## config.mk

```make
export PLATFORM = sky130hd
export DESIGN_NAME = cdfg_dispatch
export DESIGN_NICKNAME = d
export VERILOG_FILES = /design/src/rtl/cdfg_pkg.sv /design/src/rtl/cdfg_ready_eval.sv /design/src/rtl/cdfg_hw_launch.sv /design/src/rtl/cdfg_sw_dispatch.sv /design/src/rtl/cdfg_dispatch.sv
export SDC_FILE = /design/constraint.sdc
export NUM_CORES = 1
export LEC_CHECK = 0
export BUFFER_PORTS_ARGS = -buffer_cell sky130_fd_sc_hd__buf_2
export CORE_ASPECT_RATIO = 0.9
export CORE_MARGIN = 2
export CORE_UTILIZATION = 40
export DETAILED_ROUTE_END_ITERATION = 6
export PLACE_DENSITY = 0.68
export SKIP_CTS_REPAIR_TIMING = 1
export SYNTH_ARGS = -nofsm -noshare
export SYNTH_HDL_FRONTEND = slang
export SYNTH_SLANG_ARGS = --single-unit
export TNS_END_PERCENT = 20
```

## constraint.sdc

```tcl
create_clock -name clk -period 2.8 [get_ports clk]
set_clock_uncertainty 0.15 [all_clocks]
set_input_delay 0 -clock clk [delete_from_list [all_inputs] [get_ports clk]]
set_output_delay 0 -clock clk [all_outputs]
set_load 0.01 [all_outputs]
```

## src/rtl/cdfg_pkg.sv

```systemverilog
package cdfg_pkg;
  // Largest software-task vector handled by the shared priority helper.
  localparam int MAX_SW = 32;
  typedef logic [MAX_SW-1:0] swvec_t;

  // Keep only the least significant set bit (fixed priority, lowest index).
  function automatic swvec_t keep_lowest(input swvec_t v);
    return v & (~v + swvec_t'(1));
  endfunction
endpackage

```

## src/rtl/cdfg_ready_eval.sv

```systemverilog
module cdfg_ready_eval #(
  parameter int NT = 6,
  parameter logic [NT*NT-1:0] DEP_ALWAYS = '0,
  parameter logic [NT*NT-1:0] DEP_WHEN1  = '0,
  parameter logic [NT*NT-1:0] DEP_WHEN0  = '0
) (
  input  logic          active,
  input  logic          hold,
  input  logic          path_sel,
  input  logic [NT-1:0] done_q,
  input  logic [NT-1:0] issued_q,
  output logic [NT-1:0] ready
);
  // One readiness term per task: its predecessor set is the fixed row
  // plus the row belonging to the currently selected path.
  for (genvar g = 0; g < NT; g++) begin : g_task
    logic [NT-1:0] need;
    assign need = DEP_ALWAYS[g*NT +: NT] |
                  (path_sel ? DEP_WHEN1[g*NT +: NT] : DEP_WHEN0[g*NT +: NT]);
    assign ready[g] = active && !hold && !issued_q[g] &&
                      ((need & ~done_q) == '0);
  end
endmodule

```

## src/rtl/cdfg_hw_launch.sv

```systemverilog
module cdfg_hw_launch #(
  parameter int N_HW = 3
) (
  input  logic            clk,
  input  logic            rst,
  input  logic [N_HW-1:0] ready_hw,
  output logic [N_HW-1:0] launch,
  output logic [N_HW-1:0] start_q
);
  // Hardware tasks have private datapaths: every ready one goes at once.
  assign launch = ready_hw;

  always_ff @(posedge clk) begin
    if (rst) start_q <= '0;
    else     start_q <= launch;
  end

  for (genvar g = 0; g < N_HW; g++) begin : g_chk
    // a start pulse never stretches past one cycle
    a_r3_hw_single_pulse: assert property (@(posedge clk) disable iff (rst)
      start_q[g] |=> !start_q[g]);
  end
endmodule

```

## src/rtl/cdfg_sw_dispatch.sv

```systemverilog
module cdfg_sw_dispatch
  import cdfg_pkg::*;
#(
  parameter int N_SW = 3
) (
  input  logic            clk,
  input  logic            rst,
  input  logic            clr,
  input  logic [N_SW-1:0] ready_sw,
  input  logic [N_SW-1:0] sw_done,
  output logic [N_SW-1:0] launch,
  output logic [N_SW-1:0] accept,
  output logic            busy,
  output logic [N_SW-1:0] start_q,
  output logic            irq_q
);
  logic [N_SW-1:0] cur_q;
  logic [N_SW-1:0] pick;

  // The outstanding task is held one-hot; an empty vector means idle.
  assign busy   = |cur_q;
  assign accept = sw_done & cur_q;
  assign pick   = N_SW'(keep_lowest(swvec_t'(ready_sw)));
  assign launch = busy ? '0 : pick;

  always_ff @(posedge clk) begin
    if (rst || clr) begin
      cur_q <= '0;
    end else if (launch != '0) begin
      cur_q <= launch;
    end else if (accept != '0) begin
      cur_q <= '0;
    end
  end

  always_ff @(posedge clk) begin
    if (rst) begin
      start_q <= '0;
      irq_q   <= 1'b0;
    end else begin
      start_q <= launch;
      irq_q   <= |launch;
    end
  end

  // the processor never sees two software starts at once
  a_r5_sw_onehot: assert property (@(posedge clk) disable iff (rst)
    $onehot0(start_q));
  // an interrupt always carries exactly one task selection
  a_r5_irq_has_task: assert property (@(posedge clk) disable iff (rst)
    irq_q |-> $onehot(start_q));
  // with a task outstanding and no matching done, nothing new launches
  a_r6_no_overlap: assert property (@(posedge clk) disable iff (rst)
    (busy && accept == '0) |=> (start_q == '0));
endmodule

```

## src/rtl/cdfg_dispatch.sv

```systemverilog
module cdfg_dispatch #(
  parameter int N_HW = 3,
  parameter int N_SW = 3,
  parameter logic [(N_HW+N_SW)*(N_HW+N_SW)-1:0] DEP_ALWAYS =
    {6'h00, 6'h01, 6'h00, 6'h12, 6'h00, 6'h00},
  parameter logic [(N_HW+N_SW)*(N_HW+N_SW)-1:0] DEP_WHEN1 =
    {6'h00, 6'h00, 6'h20, 6'h00, 6'h00, 6'h00},
  parameter logic [(N_HW+N_SW)*(N_HW+N_SW)-1:0] DEP_WHEN0 =
    {6'h10, 6'h00, 6'h00, 6'h00, 6'h00, 6'h00},
  parameter logic [N_HW+N_SW-1:0] SINK_DEPS = 6'h3F
) (
  input  logic            clk,
  input  logic            rst,
  input  logic            go,
  input  logic            path_sel,
  output logic [N_HW-1:0] hw_start,
  input  logic [N_HW-1:0] hw_done,
  output logic [N_SW-1:0] sw_start,
  output logic            sw_irq,
  input  logic [N_SW-1:0] sw_done,
  output logic            busy,
  output logic            iter_end
);
  localparam int NT = N_HW + N_SW;

  logic          active_q;
  logic [NT-1:0] done_q;
  logic [NT-1:0] issued_q;
  logic          iter_end_q;
  logic          finish;
  logic [NT-1:0] ready;
  logic [NT-1:0] launch;
  logic [NT-1:0] done_in;
  logic [N_HW-1:0] hw_launch;
  logic [N_SW-1:0] sw_launch;
  logic [N_SW-1:0] sw_accept;
  logic            sw_busy;

  // Sink reached: all its predecessors finished and the processor is free.
  assign finish  = active_q && ((SINK_DEPS & ~done_q) == '0) && !sw_busy;
  assign launch  = {sw_launch, hw_launch};
  // Completions only count for tasks that were actually launched.
  assign done_in = {sw_accept, hw_done & issued_q[N_HW-1:0]};

  cdfg_ready_eval #(
    .NT(NT), .DEP_ALWAYS(DEP_ALWAYS), .DEP_WHEN1(DEP_WHEN1), .DEP_WHEN0(DEP_WHEN0)
  ) u_ready (
    .active(active_q), .hold(finish), .path_sel(path_sel),
    .done_q(done_q), .issued_q(issued_q), .ready(ready)
  );

  cdfg_hw_launch #(.N_HW(N_HW)) u_hw (
    .clk(clk), .rst(rst), .ready_hw(ready[N_HW-1:0]),
    .launch(hw_launch), .start_q(hw_start)
  );

  cdfg_sw_dispatch #(.N_SW(N_SW)) u_sw (
    .clk(clk), .rst(rst), .clr(finish), .ready_sw(ready[NT-1:N_HW]),
    .sw_done(sw_done), .launch(sw_launch), .accept(sw_accept),
    .busy(sw_busy), .start_q(sw_start), .irq_q(sw_irq)
  );

  always_ff @(posedge clk) begin
    if (rst || finish) begin
      active_q <= 1'b0;
      done_q   <= '0;
      issued_q <= '0;
    end else begin
      if (go) active_q <= 1'b1;
      done_q   <= done_q | done_in;
      issued_q <= issued_q | launch;
    end
  end

  always_ff @(posedge clk) begin
    if (rst) iter_end_q <= 1'b0;
    else     iter_end_q <= finish;
  end

  assign busy     = active_q;
  assign iter_end = iter_end_q;

  // an iteration only begins because go was seen
  a_r2_busy_from_go: assert property (@(posedge clk) disable iff (rst)
    $rose(busy) |-> $past(go));
  // the cycle after the end pulse carries no start of any kind
  a_r8_quiet_after_end: assert property (@(posedge clk) disable iff (rst)
    iter_end |=> (hw_start == '0 && sw_start == '0 && !sw_irq));
  // the end pulse coincides with the iteration being closed
  a_r8_end_drops_busy: assert property (@(posedge clk) disable iff (rst)
    iter_end |-> !busy);

  for (genvar g = 0; g < NT; g++) begin : g_chk
    logic [NT-1:0] chk_need;
    assign chk_need = DEP_ALWAYS[g*NT +: NT] |
                      (path_sel ? DEP_WHEN1[g*NT +: NT] : DEP_WHEN0[g*NT +: NT]);
    // a launch is recorded only once the selected predecessors are done
    a_r3_issue_after_preds: assert property (@(posedge clk) disable iff (rst)
      $rose(issued_q[g]) |-> $past((chk_need & ~done_q) == '0));
  end
endmodule

```

==> impl_metrics.env <==
export IMPL_die_h_um=46.7
export IMPL_clock_root_buffer="clkbuf_4"
export IMPL_critPathMaxStageDelay_ns=0.49
export IMPL_cts_sinks=24
export IMPL_dp_cells=122
export IMPL_min_period_ns=1.63
export IMPL_tightest_slew_ns=0.466
export IMPL_synth_compound_area_share_pct=15.8
export IMPL_synthTopCellsByArea="dfxtp_1 (59%), a21oi_1 (8.7%), nor2_1 (7.4%)"
export IMPL_drive_gt1_share_pct=26.4
export IMPL_ctsLongestPathBuffers=2
export IMPL_synth_top_area_share_pct=59.4
export IMPL_arrival_ns=1.73
export IMPL_coreArea_um2=1910
export IMPL_drtIter0Drc=27
export IMPL_rsz0062_at_grt="no"
export IMPL_whs_ns=0.288
export IMPL_synth_top_family_by_area="simple AND/OR/NAND/NOR gates"
export IMPL_die_area_um2=2400
export IMPL_status="finished clean"
export IMPL_yosysTopAreaCell="dfxtp_1"
export IMPL_initial_core_util_pct=42.3
export IMPL_h_tree_depth=1
export IMPL_finalSetupViolCount=0
export IMPL_wl_per_cell_um=10.8
export IMPL_clk_latency_ns=0.30
export IMPL_p_leak_nw=0.437
export IMPL_met1_usage_pct=17.1
export IMPL_finalNetCount=121
export IMPL_path_cells="nor3_4 > o21a_4 > or4b_4 > a21oi_1"
export IMPL_synth_simple_gate_area_share_pct=20.7
export IMPL_grt_overflow=0
export IMPL_antennaDiodeCount=0
export IMPL_slew_limit_headroom_pct=69.0
export IMPL_grt_busiest_layer="met2"
export IMPL_dr_pass1_iters=4
export IMPL_maxCapViolCount=0
export IMPL_grt_total_usage_pct=13.0
export IMPL_use_met3_pct=1.95
export IMPL_period_share_pct=58.3
export IMPL_stdcell_count=135
export IMPL_wl_mm=1.46
export IMPL_finalMaxSlewViolations=0
export IMPL_crit_path_max_fanout=4
export IMPL_layout_commonest_cell="dfxtp_1"
export IMPL_cts_tree="yes"
export IMPL_yosysUniqueCellTypes=21
export IMPL_yosysSeqAreaShare_pct=59.4
export IMPL_yosys_mux_area_fraction_pct=0
export IMPL_fin_area_um2=1060
export IMPL_critical_path_depth=4
export IMPL_synth_seq_cells=24
export IMPL_worstRegToRegCells=4
export IMPL_layout_common_cells="dfxtp_1 (24), buf_2 (18), nor2_1 (16)"
export IMPL_power_mw=0.672
export IMPL_grt_pass1_wl_mm=2.24
export IMPL_finalHoldViolCount=0
export IMPL_die_x_um=51.4
export IMPL_rows=15
export IMPL_hold_path_class="primary input to register"
export IMPL_synth_cell_area_um2=810
export IMPL_gp_congestion=0.803
export IMPL_area_growth_pct=30.8
export IMPL_placed_area_um2=916
export IMPL_path_class="register to register"
export IMPL_antenna_found_initial=0
export IMPL_hpwl_mm=1.07
export IMPL_vias_per_cell=4.81
export IMPL_peakVddDrop_mv=0.309
export IMPL_num_vias=649
export IMPL_pin_count=19
export IMPL_cp_end_kind="register"
export IMPL_slowest_stage="or4b_4"
export IMPL_yosys_warnings=0
export IMPL_path_buf_inv=0
export IMPL_fin_setup_tns_ns=0
export IMPL_required_ns=2.89
export IMPL_syn_num_nets=92
export IMPL_max_freq_ghz=0.613
export IMPL_path_delay_family="simple AND/OR/NAND/NOR gates"
export IMPL_cts_made_buffers=3
export IMPL_io_buffers=18
export IMPL_hold_path_depth=4
export IMPL_grt_max_degree=20
export IMPL_grt_pass1_vias=541
export IMPL_synth_xor_area_share_pct=0
export IMPL_synthCells=82
export IMPL_drcViolationCount=0
export IMPL_postRouteAntennaNets=0
export IMPL_avgSynthCellArea_um2=9.87
export IMPL_powerDensity_nw_per_um2=635
export IMPL_cts_clk_slew_worst_paths_ns=0.12
export IMPL_startpoint_type="register"
export IMPL_synthAdderAreaFrac_pct=0
export IMPL_met2_usage_pct=20.3
## through the flow
step	setup WS, ns	utilization [%]
finish	1.17	55.3
global route	1.07	55.3
CTS	1.18	50.6
detailed placement	1.21	47.8
global placement	1.25	47.8
floorplan	1.21	-
## layout make-up
class / instances / area [um2]
Clock buffer: 3 / 22.5
Clock inverter: 1 / 30.0
Fill cell: 180 / 856
Inverter: 5 / 18.8
Multi-Input combinational cell: 50 / 295
Sequential cell: 24 / 480
Tap cell: 25 / 31.3
Timing Repair Buffer: 27 / 180
## sequential cells by signal, summed over array words and instances, names as in the netlist
signal and cells:
busy 1, done_q 6, issued_q 6, iter_end 1, u_hw.start_q 3, u_sw.cur_q 3
u_sw.irq_q 1, u_sw.start_q 3
## logic make-up after synthesis
| kind of cell | after synthesis |
|---|---|
| AOI/OAI and AO/OA | 20 |
| buffers and inverters | 8 |
| and+or+nand+nor | 30 |
| DFF | 24 |
## metal layers
metal  wire length, um  part of all wire (%)  vias up
met1               694                    48      296
met5                 0                     0        -
met2               674                    46       15
li1                  -                     -      333
met3                63                   4.3        5
met4                29                   2.0        0
## cell usage after synthesis (all sizes together)
master  number
a21oi       15
inv          5
and3b        1
nand4b       1
nand2        3
or4b         1
nand3        2
dfxtp       24
nand4        1
o21a         1
nor3         2
a21o         1
nor3b        2
nor2        16
a222oi       1
o211ai       2
nor2b        1
buf          3
## power breakdown
group / switching [mW] / internal (mW)
Combinational: 0.0289 / 0.0340
Sequential: 0.0122 / 0.356
Clock: 0.0957 / 0.145
## tightest hold or removal path: cells and delay by family
family / cells / cell delay [ns]
buffers and inverters: 2 / 0.62
AND/OR/NAND/NOR: 2 / 0.10
## final timing paths
| kind | from | endpoint | slack [ns] |
|---|---|---|---|
| worst min-delay path | go | busy$_SDFFE_PP0P_ | 0.29 |
| worst max register to register | u_sw.cur_q[0]$_SDFFE_PP0P_ | u_sw.cur_q[2]$_SDFFE_PP0P_ | 1.17 |
| worst max-delay path | u_sw.cur_q[0]$_SDFFE_PP0P_ | u_sw.cur_q[2]$_SDFFE_PP0P_ | 1.17 |
| worst min register to register | issued_q[3]$_SDFF_PP0_ | issued_q[3]$_SDFF_PP0_ | 0.31 |
No activity file was read; power rests on OpenSTA's default activity.
